[config.mk]
export PLATFORM = sky130hd
export DESIGN_NAME = adc_pwr_seq
export DESIGN_NICKNAME = d
export VERILOG_FILES = /design/src/rtl/adc_pwr_pkg.sv /design/src/rtl/adc_pwr_decode.sv /design/src/rtl/adc_pwr_edge.sv /design/src/rtl/adc_pwr_timer.sv /design/src/rtl/adc_pwr_fsm.sv /design/src/rtl/adc_pwr_seq.sv
export SDC_FILE = /design/constraint.sdc
export NUM_CORES = 1
export LEC_CHECK = 0
export BUFFER_PORTS_ARGS = -buffer_cell sky130_fd_sc_hd__buf_2
export CORE_ASPECT_RATIO = 1.25
export CORE_MARGIN = 3
export CORE_UTILIZATION = 39
export CTS_CLUSTER_SIZE = 12
export DETAILED_ROUTE_END_ITERATION = 6
export PLACE_DENSITY = 0.7
export SLEW_MARGIN = 20
export SYNTH_ARGS = -nofsm -noshare
export SYNTH_HDL_FRONTEND = slang
export SYNTH_SLANG_ARGS = --single-unit
[constraint.sdc]
create_clock -name clk_i -period 2.3 [get_ports clk_i]
set_input_delay 0.46 -clock clk_i [delete_from_list [all_inputs] [get_ports clk_i]]
set_output_delay 0.46 -clock clk_i [all_outputs]
set_load 0.01 [all_outputs]
[src/rtl/adc_pwr_pkg.sv]
package adc_pwr_pkg;
  typedef enum logic [1:0] {
    MD_CYC_FULL,
    MD_ON,
    MD_OFF,
    MD_CYC_PART
  } pmode_e;

  typedef enum logic [2:0] {
    S_RST,
    S_CAL,
    S_DOWN,
    S_WAKE,
    S_ON,
    S_CONV
  } st_e;

  localparam logic [1:0] PM_RESET = 2'b00;
endpackage

[src/rtl/adc_pwr_decode.sv]
module adc_pwr_decode
  import adc_pwr_pkg::*;
(
  input  logic [1:0] pm_i,
  input  logic       sleep_i,
  output pmode_e     mode_o
);
  always_comb begin
    unique case (pm_i)
      2'b00:   mode_o = sleep_i ? MD_ON : MD_CYC_FULL;
      2'b01:   mode_o = MD_ON;
      2'b10:   mode_o = MD_OFF;
      default: mode_o = MD_CYC_PART;
    endcase
  end
endmodule

[src/rtl/adc_pwr_edge.sv]
module adc_pwr_edge #(
  parameter logic IDLE_VAL = 1'b1
) (
  input  logic clk_i,
  input  logic rst_ni,
  input  logic d_i,
  output logic rise_o,
  output logic fall_o
);
  logic d_q;

  always_ff @(posedge clk_i or negedge rst_ni) begin
    if (!rst_ni) d_q <= IDLE_VAL;
    else         d_q <= d_i;
  end

  assign rise_o = d_i & ~d_q;
  assign fall_o = ~d_i & d_q;
endmodule

[src/rtl/adc_pwr_timer.sv]
module adc_pwr_timer #(
  parameter int W = 8
) (
  input  logic         clk_i,
  input  logic         rst_ni,
  input  logic         load_i,
  input  logic [W-1:0] val_i,
  output logic         done_o
);
  logic [W-1:0] cnt_q;

  always_ff @(posedge clk_i or negedge rst_ni) begin
    if (!rst_ni)            cnt_q <= '0;
    else if (load_i)        cnt_q <= val_i;
    else if (cnt_q != '0)   cnt_q <= cnt_q - 1'b1;
  end

  assign done_o = (cnt_q == '0);
endmodule

[src/rtl/adc_pwr_fsm.sv]
module adc_pwr_fsm
  import adc_pwr_pkg::*;
#(
  parameter int PWRUP_CYC = 30,
  parameter int CONV_CYC  = 21,
  parameter int CAL_CYC   = 1000
) (
  input  logic   clk_i,
  input  logic   rst_ni,
  input  logic   cal_dis_i,
  input  pmode_e mode_q_i,
  input  pmode_e mode_nx_i,
  input  logic   wr_valid_i,
  input  logic   wr_conv_i,
  input  logic   wr_cal_i,
  input  logic   rise_i,
  input  logic   fall_i,
  output logic   pwr_up_o,
  output logic   ref_en_o,
  output logic   conv_start_o,
  output logic   busy_o,
  output logic   cal_o,
  output logic   err_o
);
  localparam int MAX_A = (PWRUP_CYC > CONV_CYC) ? PWRUP_CYC : CONV_CYC;
  localparam int MAX_C = (MAX_A > CAL_CYC) ? MAX_A : CAL_CYC;
  localparam int CNT_W = $clog2(MAX_C + 1);
  localparam logic [CNT_W-1:0] LD_WAKE = CNT_W'(PWRUP_CYC - 1);
  localparam logic [CNT_W-1:0] LD_CONV = CNT_W'(CONV_CYC - 1);
  localparam logic [CNT_W-1:0] LD_CAL  = CNT_W'(CAL_CYC - 1);

  st_e              st_q, st_d;
  logic             ld;
  logic [CNT_W-1:0] ld_val;
  logic             tmr_done;
  logic             err_set, err_q, conv_q;
  logic             cyc_nx, sw_conv, sw_cal;

  assign cyc_nx  = (mode_nx_i == MD_CYC_FULL) || (mode_nx_i == MD_CYC_PART);
  assign sw_conv = wr_valid_i & wr_conv_i;
  assign sw_cal  = wr_valid_i & wr_cal_i;

  adc_pwr_timer #(.W(CNT_W)) u_timer (
    .clk_i  (clk_i),
    .rst_ni (rst_ni),
    .load_i (ld),
    .val_i  (ld_val),
    .done_o (tmr_done)
  );

  always_comb begin
    st_d    = st_q;
    ld      = 1'b0;
    ld_val  = '0;
    err_set = 1'b0;
    unique case (st_q)
      S_RST: begin
        if (cal_dis_i) st_d = S_DOWN;
        else begin
          st_d   = S_CAL;
          ld     = 1'b1;
          ld_val = LD_CAL;
        end
      end
      S_CAL: begin
        // calibration end never enters partial power-down by itself
        if (tmr_done)
          st_d = (mode_nx_i == MD_CYC_FULL || mode_nx_i == MD_OFF) ? S_DOWN : S_ON;
      end
      S_DOWN: begin
        if (mode_nx_i == MD_ON || (cyc_nx && fall_i)) begin
          st_d   = S_WAKE;
          ld     = 1'b1;
          ld_val = LD_WAKE;
        end
      end
      S_WAKE: begin
        if (mode_nx_i == MD_OFF) st_d = S_DOWN;
        else begin
          if (rise_i)   err_set = 1'b1;
          if (tmr_done) st_d = S_ON;
        end
      end
      S_ON: begin
        if (mode_nx_i == MD_OFF) st_d = S_DOWN;
        else if (sw_cal) begin
          st_d   = S_CAL;
          ld     = 1'b1;
          ld_val = LD_CAL;
        end else if (rise_i || sw_conv) begin
          st_d   = S_CONV;
          ld     = 1'b1;
          ld_val = LD_CONV;
        end else if (wr_valid_i && cyc_nx) st_d = S_DOWN;
      end
      S_CONV: begin
        if (tmr_done)
          st_d = (cyc_nx || mode_nx_i == MD_OFF) ? S_DOWN : S_ON;
      end
      default: st_d = S_RST;
    endcase
  end

  always_ff @(posedge clk_i or negedge rst_ni) begin
    if (!rst_ni) begin
      st_q   <= S_RST;
      err_q  <= 1'b0;
      conv_q <= 1'b0;
    end else begin
      st_q   <= st_d;
      conv_q <= (st_d == S_CONV) && (st_q != S_CONV);
      if (err_set)         err_q <= 1'b1;
      else if (wr_valid_i) err_q <= 1'b0;
    end
  end

  assign pwr_up_o     = (st_q == S_CAL) || (st_q == S_WAKE) || (st_q == S_ON) || (st_q == S_CONV);
  assign ref_en_o     = !(((st_q == S_DOWN) || (st_q == S_RST)) && (mode_q_i != MD_CYC_PART));
  assign conv_start_o = conv_q;
  assign busy_o       = (st_q == S_CONV);
  assign cal_o        = (st_q == S_CAL);
  assign err_o        = err_q;
endmodule

[src/rtl/adc_pwr_seq.sv]
module adc_pwr_seq
  import adc_pwr_pkg::*;
#(
  parameter int PWRUP_CYC = 30,
  parameter int CONV_CYC  = 21,
  parameter int CAL_CYC   = 1000
) (
  input  logic       clk_i,
  input  logic       rst_ni,
  input  logic       wr_valid_i,
  input  logic [1:0] wr_pm_i,
  input  logic       wr_conv_i,
  input  logic       wr_cal_i,
  input  logic       sleep_i,
  input  logic       start_i,
  input  logic       cal_dis_i,
  output logic       pwr_up_o,
  output logic       ref_en_o,
  output logic       conv_start_o,
  output logic       busy_o,
  output logic       cal_o,
  output logic       err_o
);
  logic [1:0] pm_q, pm_nx;
  pmode_e     mode_q, mode_nx;
  logic       rise, fall;

  assign pm_nx = wr_valid_i ? wr_pm_i : pm_q;

  always_ff @(posedge clk_i or negedge rst_ni) begin
    if (!rst_ni) pm_q <= PM_RESET;
    else         pm_q <= pm_nx;
  end

  adc_pwr_decode u_dec_q (.pm_i(pm_q),  .sleep_i(sleep_i), .mode_o(mode_q));
  adc_pwr_decode u_dec_nx(.pm_i(pm_nx), .sleep_i(sleep_i), .mode_o(mode_nx));

  adc_pwr_edge #(.IDLE_VAL(1'b1)) u_edge (
    .clk_i  (clk_i),
    .rst_ni (rst_ni),
    .d_i    (start_i),
    .rise_o (rise),
    .fall_o (fall)
  );

  adc_pwr_fsm #(
    .PWRUP_CYC (PWRUP_CYC),
    .CONV_CYC  (CONV_CYC),
    .CAL_CYC   (CAL_CYC)
  ) u_fsm (
    .clk_i        (clk_i),
    .rst_ni       (rst_ni),
    .cal_dis_i    (cal_dis_i),
    .mode_q_i     (mode_q),
    .mode_nx_i    (mode_nx),
    .wr_valid_i   (wr_valid_i),
    .wr_conv_i    (wr_conv_i),
    .wr_cal_i     (wr_cal_i),
    .rise_i       (rise),
    .fall_i       (fall),
    .pwr_up_o     (pwr_up_o),
    .ref_en_o     (ref_en_o),
    .conv_start_o (conv_start_o),
    .busy_o       (busy_o),
    .cal_o        (cal_o),
    .err_o        (err_o)
  );
endmodule

* Word level (Yosys, flattened, before mapping) *
Index checks and enable logic that the tools add are counted.

cells by class
  $add $sub $neg = 1
  eq/ne operators = 15
  multiplexer cells = 36
  bitwise operators = 6
  reduce and logical (&&, ||, !) cells = 22

operators with widths
  cell                                                 count
  two-way mux 10 bit                                   5
  two-way mux 3 bit                                    11
  one-hot mux 10 bit (3 select lines)                  1
  one-hot mux 3 bit (6 select lines)                   1
  one-hot mux 2 bit (3 select lines)                   2
  two-way mux 1 bit                                    11
  zero test 10 bit                                     1
  two-way mux 5 bit                                    2
  nonzero test 10 bit                                  1
  subtractor 10 x 1 -> 10 bit, second input constant   1
  equality test 3 bit, second input constant           3
  logical OR 1 bit                                     9
  equality test 2 bit, second input constant           4
  equality test 2 x 1 -> 1 bit, second input constant  3
  equality test 3 x 2 -> 1 bit, second input constant  2
  zero test 2 bit                                      3
  bitwise AND 1 bit                                    4
  logical AND 1 bit                                    4
  two-way mux 2 bit                                    2
  nonzero test 2 bit                                   2
  equality test 3 x 1 -> 1 bit, second input constant  1
  zero test 3 bit                                      1
  inequality test 3 bit, second input constant         1
  one-hot mux 1 bit (3 select lines)                   1
  3 further kinds                                      4

word-level totals
  flip-flop bits (word level) = 18
  bits of input ports = 10

* Logic depth before layout (Yosys ltp) *
Gate-level depths: netlist (run 1).

  depth after elaboration = 13
  gate-level depth with buffers = 10

* By module *
From an unflattened synthesis (run 1), not the netlist that was laid out.

second synthesis, totals
  cell total of the unflattened synthesis = 144
  area total of the unflattened synthesis = 1,226.2 µm²

modules (own cells, without submodules)
  module          instances  cells each  area each (µm²)  seq. area each (µm²)
  adc_pwr_timer   1          67          594.3            250.2
  adc_pwr_fsm     1          64          488.0            125.1
  adc_pwr_seq     1          4           72.6             50.0
  adc_pwr_edge    1          3           41.3             26.3
  adc_pwr_decode  2          3           15.0             0.0

* Least setup slack after synthesis (run 1) *
OpenSTA, ideal clock, no wires.

  path kind = input-to-reg
  start point = input wr_valid_i
  end point = register u_fsm.u_timer.cnt_q[1]
  library setup time = 80 ps
  arrival time = 2,556 ps
  setup slack = -336 ps
  cell stages on the path = 9
  cell sequence = clkbuf_1 o32ai_1 inv_1 ha_1 and3b_1 o211ai_1 and3b_1 clkbuf_1 mux2i_1

on the way
  word-level cells in the longest chain between the ends = 10

ends and longest elaborated chain
  item                                                             RTL line             RTL
  start: declaration                                               adc_pwr_seq.sv:10    input logic wr_valid_i,
  two-way mux 2 bit                                                adc_pwr_seq.sv:28    assign pm_nx = wr_valid_i ? wr_pm_i : pm_q;
  equality test 2 bit (tied with other cells)                      adc_pwr_decode.sv:9  unique case (pm_i)
  one-hot mux 2 bit (3 select lines)                               adc_pwr_decode.sv:9
  equality test 2 bit / zero test 2 bit (equally long branches)    adc_pwr_fsm.sv:39    assign cyc_nx = (mode_nx_i == MD_CYC_FULL) || (mode_nx_i == MD_CYC_PART);
  logical OR 1 bit                                                 adc_pwr_fsm.sv:39
  logical AND 1 bit                                                adc_pwr_fsm.sv:71    if (mode_nx_i == MD_ON || (cyc_nx && fall_i)) begin
  logical OR 1 bit                                                 adc_pwr_fsm.sv:71
  two-way mux 1 bit                                                adc_pwr_fsm.sv:71
  one-hot mux 1 bit (3 select lines)                               adc_pwr_fsm.sv:56    unique case (st_q)
  two-way mux 10 bit / nonzero test 2 bit (equally long branches)  n/a
  end signal: assignment                                           adc_pwr_timer.sv:14  else if (load_i) cnt_q <= val_i;
  end signal: assignment                                           adc_pwr_timer.sv:15  else if (cnt_q != '0) cnt_q <= cnt_q - 1'b1;
  end: declaration                                                 adc_pwr_timer.sv:10  logic [W-1:0] cnt_q;

Parallel ways exist; a longest one is shown, timed or not.
A chain may end at the register's enable or synchronous reset.

* Worst setup path in the final report (run 1) *
  start point = register u_fsm.u_timer.cnt_q[0]
  end point = register u_fsm.u_timer.cnt_q[1]

on the way
  word-level cells in the longest chain between the ends = 3

ends and longest elaborated chain
  item                         RTL line
  subtractor 10 x 1 -> 10 bit  adc_pwr_timer.sv:15
  two-way mux 10 bit           adc_pwr_timer.sv:15
  two-way mux 10 bit           adc_pwr_timer.sv:14

Parallel ways exist; a longest one is shown, timed or not. The select of a mux whose other input is x is not followed.

==> impl_metrics.json, run 1 <==
{
  "grt_pass1_wl_um": 4660,
  "synth-seq-cells": 18,
  "antenna_found_initial": 0,
  "fp-row-count": 21,
  "wl_per_cell_um": 14.5,
  "whs_ns": 0.0634,
  "clock_skew_ns": 0.00716,
  "critPathMaxFanout": 8,
  "power.density_nw_per_um2": 989,
  "rsz0062_at_grt": "yes",
  "detail_route.wirelength_um": 2690,
  "synth_compound_area_share_pct": 18.8,
  "async_reset_ff_share_pct": 100,
  "critical_path.max_stage_delay_ns": 0.52,
  "synth_edf_count": 0,
  "grt_pass1_vias": 1105,
  "dp_hpwl_um": 2130,
  "num_vias": 1025,
  "crit_chain": "inv_2 -> ha_2 -> or4b_4 -> or3_4 -> mux2_4 -> mux2i_1",
  "cap_violations": 0,
  "cp_top_family": "simple AND/OR/NAND/NOR gates",
  "p_leak_uw": 0.000645,
  "die_area_um2": 3690,
  "cts_tree": "done",
  "drt_iter0_drc": 16,
  "hold_buffers": 0,
  "cts_buffer_depth": 2,
  "syn2layout_area_growth_pct": 19.4,
  "yosysSeqAreaShare_pct": 38.7,
  "start_util_pct": 42.4,
  "cts_max_level": 1,
  "coreArea_um2": 2760,
  "final-setup-viol-count": 0,
  "insertion_delay_ns": 0.30,
  "dieWidth_um": 55.0,
  "place_ws_ns": -0.0973,
  "die_height_um": 67.2,
  "numPortBuffers": 15,
  "required_ns": 2.53,
  "antenna_left": 0,
  "utilization_pct": 50.6,
  "clock-sinks": 18,
  "drc_errors": 0,
  "fmax_ghz": 0.461,
  "worstMarginPinSlew_ns": 0.545,
  "final.setup.tns_ns": 0,
  "synthFlopType": "dfrtp_1",
  "setup_slack_ns": 0.131,
  "synth_xor_area_share_pct": 0.749,
  "track_usage_pct": 17.4,
  "synth_fa_ha_area_share_pct": 3.21,
  "synth.top_cell.area_share_pct": 36.4,
  "synthSimpleGateAreaFrac_pct": 23.6,
  "cp.arrival_ns": 2.40,
  "drive_gt1_share_pct": 31.1,
  "synth_top_family_by_area": "simple AND/OR/NAND/NOR gates",
  "hold_path_class": "input pin to async pin",
  "overflow": 0,
  "vdd_drop_max_mv": 0.558,
  "root_buffer": "clkbuf_4",
  "worstSetupStartpointType": "flip-flop",
  "num-nets-final": 165,
  "yosysMostFrequentCell": "dfrtp_1",
  "finalCritPeriodShare_pct": 94.3,
  "first_pass_iters": 5,
  "synthTopCellsByArea": "dfrtp_1 36%, o21ai_0 3.9%, mux2_2 3.9%, nand2_1 3.9%, mux2i_1 3.4%",
  "grt_max_degree": 19,
  "synth_top_area_cell": "dfrtp_1",
  "avgViaCountPerCell": 5.54,
  "numCtsBuffers": 3,
  "syn_area_per_cell_um2": 9.20,
  "cp_slowest_cell": "or4b_4",
  "status": "completed",
  "insertedDiodeCount": 0,
  "synth_warnings": 0,
  "synthTopCellsByCount": "17 x dfrtp_1, 12 x nand2_1, 9 x inv_1, 9 x o21ai_0, 8 x nor2_1",
  "critPathKind": "flip-flop to flip-flop",
  "netlist_instances": 127,
  "yosysUniqueCellTypes": 44,
  "synth.area.mux_share_pct": 8.57,
  "relSlewSlack_pct": 63.4,
  "mappedNetlistNets": 140,
  "ioPinCount": 16,
  "cp-end-kind": "flip-flop",
  "clk_pin_slew_ns": 0.12,
  "path_buf_inv": 1,
  "power_uw": 1380,
  "routabilityCongestion": 0.822,
  "netlist_area_um2": 1170,
  "period_needed_ns": 2.17,
  "maxSlewViolCount": 0,
  "hold_viol_final": 0
}
-- final timing paths --
| check | depth (start not counted) | slack, ns | startpoint | to |
|---|---|---|---|---|
| setup / recovery | 6 | 0.13 | u_fsm.u_timer.cnt_q[0] | u_fsm.u_timer.cnt_q[1] |
| hold / removal | 1 | 0.06 | rst_ni | u_fsm.u_timer.cnt_q[4] |
| setup reg to reg | 6 | 0.13 | u_fsm.u_timer.cnt_q[0] | u_fsm.u_timer.cnt_q[1] |
| hold reg to reg | 2 | 0.54 | u_fsm.err_o | u_fsm.err_o |
| max in group asynchronous | 1 | 1.92 | rst_ni | u_edge.d_q |
| min in group clk_i | 1 | 0.26 | start_i | u_edge.d_q |
-- cells in the final DEF, fill, tap and decap left out, types with 4 or more instances in the layout --
cell type and count:
buf_2 15, buf_4 11, dfrtp_1 17, inv_1 8
mux2_2 4, mux2i_1 4, nand2_1 12, nand2b_1 5
nor2_1 8, nor3_1 4, o21ai_0 9
-- per-stage QoR --
stage / instances / instance area (um2)
after floorplan: 127 / 1210
after global placement: 178 / 1330
after detailed placement: 178 / 1330
after CTS: 182 / 1370
after global routing: 185 / 1400
final: 185 / 1400
-- report_power, final --
part | switching (uW) | internal, uW
Clock | 111 | 96.6
Sequential | 146 | 431
Combinational | 286 | 310
Total | 542 | 838
-- state kept, by name (all words and copies together), names as in the netlist --
| signal | count |
|---|---|
| pm_q | 2 |
| u_edge.d_q | 1 |
| u_fsm.conv_start_o | 1 |
| u_fsm.err_o | 1 |
| u_fsm.st_q | 3 |
| u_fsm.u_timer.cnt_q | 10 |
-- logic make-up after synthesis --
kind of cell               Yosys count
and+or+nand+nor                     48
buffers and inverters               15
xor gates and xnor gates             1
adders and majority gates            3
DFF                                 18
muxes                                9
AOI/OAI and AO/OA                   33
-- per-layer routing --
metal  up-vias  global-route usage [%]  share of wire [%]
met5         -                       0                  0
met4         0                    6.08                2.0
met3         4                    4.64                3.5
met2        20                    31.5                 54
met1       495                    18.8                 40
li1        506                       -                  -
-- layout make-up --
cell class                 count  area, um2
fill                         278       1360
multi-input combinational     94        673
sequential                    18        452
timing repair buffer          26        158
tap                           34       42.5
clock buffer                   4       36.3
inverter                       9       33.8
-- repair_timing --
action	CTS	global route
buffers inserted	0	3
resized for setup	0	3
endpoints found under the setup margin	0	3
(Power assumes the default switching activity.)
==> run 2: changes to the inputs <==
PLACE_DENSITY = not set   (was 0.7)
PLACE_DENSITY_LB_ADDON = 0.3   (was not set)
==> run 2 against run 1 <==
Design area down 0.36%. Combinational power fell by 0.8%. Sequential power shrank 0.9%. Sequential cell count is the same. Largest cell class unchanged. Largest power group unchanged. Highest routed layer unchanged.
==> impl_metrics.json, run 2 (synthesis results as in run 1) <==
{
  "status": "completed",
  "insertedDiodeCount": 0,
  "vdd_drop_max_mv": 0.594,
  "cp-end-kind": "flip-flop",
  "relSlewSlack_pct": 65.6,
  "cp.arrival_ns": 2.38,
  "wl_per_cell_um": 13.7,
  "power.internal_uw": 834,
  "hold_viol_final": 0,
  "setup_slack_ns": 0.155,
  "worstSetupStartpointType": "flip-flop",
  "hold_path_class": "input pin to async pin",
  "root_buffer": "clkbuf_4",
  "dieWidth_um": 55.0,
  "cts_tree": "done",
  "final.setup.tns_ns": 0,
  "grt_pass1_wl_um": 4170,
  "antenna_found_initial": 0,
  "num-nets-final": 163,
  "p_leak_uw": 0.000639,
  "required_ns": 2.53,
  "grt_pass1_vias": 956,
  "critPathMaxFanout": 10,
  "place_ws_ns": -0.113,
  "cts_buffer_depth": 2,
  "numPortBuffers": 15,
  "hold_buffers": 0,
  "dp_hpwl_um": 1920,
  "nFillCells": 278,
  "overflow": 0,
  "drive_gt1_share_pct": 30.2,
  "final_cell_mix": "17 x dfrtp_1, 15 x buf_2, 12 x nand2_1",
  "power_frac_seq_pct": 41.9,
  "drc_errors": 0,
  "power.density_nw_per_um2": 982,
  "syn2layout_area_growth_pct": 19.0,
  "track_usage_pct": 15.5,
  "cap_violations": 0,
  "maxSlewViolCount": 0,
  "antenna_left": 0,
  "pwr-share-clk_pct": 14.8,
  "die_area_um2": 3690,
  "p_sw_uw": 531,
  "insertion_delay_ns": 0.30,
  "first_pass_iters": 4,
  "coreArea_um2": 2760,
  "start_util_pct": 42.4,
  "clock_skew_ns": 0.00379,
  "finalCritPeriodShare_pct": 93.3,
  "critPathKind": "flip-flop to flip-flop",
  "final-setup-viol-count": 0,
  "grt_max_degree": 19,
  "switching_share_pct": 38.9,
  "largest_register_ffs": 10,
  "fmax_ghz": 0.466,
  "clk_pin_slew_ns": 0.11,
  "largestRegisters": "u_fsm.u_timer.cnt_q (10), u_fsm.st_q (3), pm_q (2)",
  "final_common_cell": "dfrtp_1",
  "clock-sinks": 18,
  "numCtsBuffers": 3,
  "rsz0062_at_grt": "no",
  "largest-register": "u_fsm.u_timer.cnt_q",
  "comb_power_share_pct": 43.3,
  "fp-row-count": 21,
  "worstMarginPinSlew_ns": 0.512,
  "period_needed_ns": 2.14,
  "ioPinCount": 16,
  "drt_iter0_drc": 28,
  "die_height_um": 67.2,
  "routabilityCongestion": 0.807,
  "num_vias": 1026,
  "cts_max_level": 1,
  "avgViaCountPerCell": 5.61,
  "detail_route.wirelength_um": 2510
}
==> run 2: per-layer routing <==
layer / share of wire (%) / vias up / GRT usage (%)
met4: 1.9 / 0 / 7.29
met1: 46 / 493 / 20.2
met3: 2.9 / 5 / 2.65
li1: - / 505 / -
met5: 0 / - / 0
met2: 50 / 23 / 24.4
==> run 2: what timing repair did <==
action | 4_1_cts | 5_1_grt
setup endpoints to repair | 0 | 3
setup buffers | 0 | 1
resized for setup | 0 | 3
==> run 2: final timing paths <==
check                                       startpoint                     end  slack, ns  cells after the start
worst min register to register             u_fsm.err_o             u_fsm.err_o       0.54                      2
worst max register to register  u_fsm.u_timer.cnt_q[0]  u_fsm.u_timer.cnt_q[1]       0.16                      6
worst max-delay path            u_fsm.u_timer.cnt_q[0]  u_fsm.u_timer.cnt_q[1]       0.16                      6
worst min-delay path                            rst_ni  u_fsm.u_timer.cnt_q[8]       0.07                      1
max in group asynchronous                       rst_ni              u_edge.d_q       1.91                      1
min in group clk_i                             start_i              u_edge.d_q       0.26                      1
==> run 2: layout make-up <==
type	count	area, um2	share of cell area, %
inverters	9	33.8	2.43
flip-flops and latches	18	452	32.5
clock buffers	4	36.3	2.61
multi-input cells	94	683	49.1
repair buffers	24	143	10.3
well taps	34	42.5	3.06
==> run 2: power groups by stage <==
stage	combinational, uW	sequential (uW)	clock (uW)
after global placement	569	574	0
after floorplan	472	525	0
after detailed placement	578	576	0
final	591	572	202
after CTS	580	570	206
after global routing	670	589	219
==> run 2: per-stage QoR <==
stage                     utilization (%)  hold WS (ns)  area, um2  power [uW]  std cells
after floorplan                         -         0.164       1210         997        127
after global placement               48.2         0.414       1330        1140        178
after detailed placement             48.2         0.416       1330        1150        178
after CTS                            49.5        0.0789       1370        1360        182
after global routing                 50.4        0.0807       1390        1480        183
final                                50.4        0.0682       1390        1360        183
==> run 2: worst max-delay path: stages, from the launching register on <==
cell and delay [ns]:
dfrtp_1 0.41, inv_1 0.09, ha_1 0.18, or4b_4 0.53, or3_4 0.42, mux2_4 0.31
mux2i_1 0.13
==> run 3: changes to the inputs <==
MAX_ROUTING_LAYER = met4   (was not set)
SYNTH_HIERARCHICAL = 1   (was not set)
==> run 3 against run 2 <==
Die area is 4.4% higher. Critical endpoint is now u_fsm/u_timer/cnt_q[1]. Wire length is 9.8% higher. Register-to-register slack worse by 0.03 ns. Critical path type unchanged.
==> impl_metrics.json, run 3 <==
{
  "detail_route.wirelength_um": 2750,
  "power_uw": 1580,
  "finalCritPeriodShare_pct": 94.5,
  "maxSlewViolCount": 0,
  "syn_area_per_cell_um2": 8.52,
  "grt_max_degree": 19,
  "die_area_um2": 3860,
  "pwr-share-clk_pct": 12.7,
  "ioPinCount": 16,
  "relSlewSlack_pct": 66.5,
  "largest-register": "u_fsm/u_timer/cnt_q",
  "postCtsSetupRepairBufs": 0,
  "netlist_area_um2": 1230,
  "fp-row-count": 22,
  "num-nets-final": 185,
  "critPathMaxFanout": 10,
  "first_pass_iters": 4,
  "wl_per_cell_um": 13.3,
  "fmax_ghz": 0.460,
  "dieWidth_um": 56.2,
  "insertedDiodeCount": 0,
  "clock-sinks": 18,
  "final.setup.tns_ns": 0,
  "yosysUniqueCellTypes": 37,
  "worstMarginPinSlew_ns": 0.498,
  "period_needed_ns": 2.17,
  "die_height_um": 68.7,
  "largest_register_ffs": 10,
  "synthTopCellsByCount": "17 x dfrtp_1, 17 x nand2_1, 16 x nor2_1, 13 x inv_1, 8 x a21oi_1",
  "largestRegisters": "u_fsm/u_timer/cnt_q (10), u_fsm/st_q (3), pm_q (2)",
  "drt_iter0_drc": 29,
  "cap_violations": 0,
  "avgViaCountPerCell": 5.02,
  "yosysSeqAreaShare_pct": 36.8,
  "synth-seq-cells": 18,
  "grt_pass1_vias": 1045,
  "cp.arrival_ns": 2.36,
  "cts_tree": "done",
  "p_sw_uw": 662,
  "cp-end-kind": "flip-flop",
  "antenna_found_initial": 0,
  "clock_skew_ns": 0.00310,
  "synth.top_cell.area_share_pct": 34.7,
  "mappedNetlistNets": 157,
  "coreArea_um2": 2970,
  "drive_gt1_share_pct": 29.2,
  "cts_buffer_depth": 2,
  "dp_hpwl_um": 2170,
  "hold_viol_final": 0,
  "status": "completed",
  "netlist_instances": 144,
  "vdd_drop_max_mv": 0.558,
  "insertion_delay_ns": 0.29,
  "track_usage_pct": 15.8,
  "worstSetupStartpointType": "flip-flop",
  "power.internal_uw": 915,
  "cts_max_level": 1,
  "syn2layout_area_growth_pct": 21.9,
  "comb_power_share_pct": 48.6,
  "num_vias": 1039,
  "power_frac_seq_pct": 38.7,
  "fin_cells": 207,
  "required_ns": 2.49,
  "hold_path_class": "input pin to async pin",
  "synth_edf_count": 0,
  "synthFlopType": "dfrtp_1",
  "dp_cells": 203,
  "power.density_nw_per_um2": 1060,
  "final-setup-viol-count": 0,
  "critPathKind": "flip-flop to flip-flop",
  "drc_errors": 0,
  "root_buffer": "clkbuf_4",
  "synthTopCellsByArea": "dfrtp_1 35%, nand2_1 5.2%, nor2_1 4.9%, inv_1 4.0%, a21oi_1 3.3%",
  "cts_resized": 0,
  "final_cell_mix": "17 x dfrtp_1, 17 x nand2_1, 15 x buf_2, 15 x buf_4, 15 x nor2_1",
  "clk_pin_slew_ns": 0.11,
  "routabilityCongestion": 0.904,
  "utilization_pct": 50.3,
  "rsz0062_at_grt": "no",
  "p_leak_uw": 0.000717,
  "start_util_pct": 41.2,
  "switching_share_pct": 42.0,
  "overflow": 0,
  "antenna_left": 0,
  "async_reset_ff_share_pct": 100,
  "numPortBuffers": 15,
  "synth_top_area_cell": "dfrtp_1",
  "synth_warnings": 6,
  "hold_buffers": 0,
  "numCtsBuffers": 3,
  "grt_pass1_wl_um": 4570
}
## run 3: cell count changes after synthesis, moves of 4 or more
cell,before,now
a21oi_1,3,8
nor2_1,8,16
nand3_1,2,6
nand2_1,12,17
inv_1,9,13
## run 3: cells by family after synthesis
| group | synth area share, % |
|---|---|
| simple gates | 27.9 |
| compound gates | 15.5 |
| buf+inv | 7.14 |
| flops | 36.8 |
| mux | 6.02 |
| xor+xnor | 3.57 |
| fa+ha+maj | 3.06 |
## run 3: final timing paths
path | start | endpoint | slack (ns) | depth (start not counted)
worst max-delay path | pm_q[1] | u_fsm/u_timer/cnt_q[1] | 0.13 | 10
worst min-delay path | rst_ni | u_fsm/u_timer/cnt_q[2] | 0.08 | 1
worst max register to register | pm_q[1] | u_fsm/u_timer/cnt_q[1] | 0.13 | 10
worst min register to register | pm_q[0] | pm_q[0] | 0.55 | 1
max in group asynchronous | rst_ni | u_edge/d_q | 1.90 | 1
min in group clk_i | start_i | u_edge/d_q | 0.26 | 1
## run 3: power by group through the flow
| stage | combinational [uW] | clock, uW | sequential (uW) |
|---|---|---|---|
| 5_1_grt | 866 | 215 | 631 |
| 2_1_floorplan | 611 | 0 | 554 |
| 3_5_place_dp | 747 | 0 | 614 |
| 3_3_place_gp | 721 | 0 | 605 |
| 4_1_cts | 750 | 207 | 608 |
| 6_report | 766 | 200 | 611 |
## run 3: stage by stage
stage                     hold slack, ns  setup slack [ns]  instance area [um2]
after floorplan                    0.164           0.00218                 1270
after global placement             0.415           -0.0968                 1440
after detailed placement           0.419            -0.175                 1440
after CTS                         0.0826            0.0923                 1480
after global routing               0.100           0.00391                 1500
final                             0.0782             0.126                 1500
## run 3: worst max-delay path, cell delays in order, from the launching register on
cell and delay [ns]:
dfrtp_1 0.41, mux2_2 0.28, inv_1 0.06, a21o_1 0.14
inv_1 0.05, ha_2 0.28, a21o_1 0.17, nand3_2 0.10
nand3_4 0.10, inv_4 0.13, mux2_2 0.34
## run 3: cell type report
type	instances	area (um2)
multi-input combinational	106	723
inverter	13	51.3
clock buffer	4	36.3
sequential	18	452
timing repair buffer	30	188
fill	308	1480
tap	36	45.0
## run 3: layer usage
| layer | global-route usage, % | routed length [um] | up-vias |
|---|---|---|---|
| li1 | - | - | 542 |
| met5 | - | 0 | - |
| met4 | 5.34 | 12 | 0 |
| met3 | 1.68 | 59 | 2 |
| met2 | 30.8 | 1490 | 12 |
| met1 | 16.7 | 1190 | 483 |
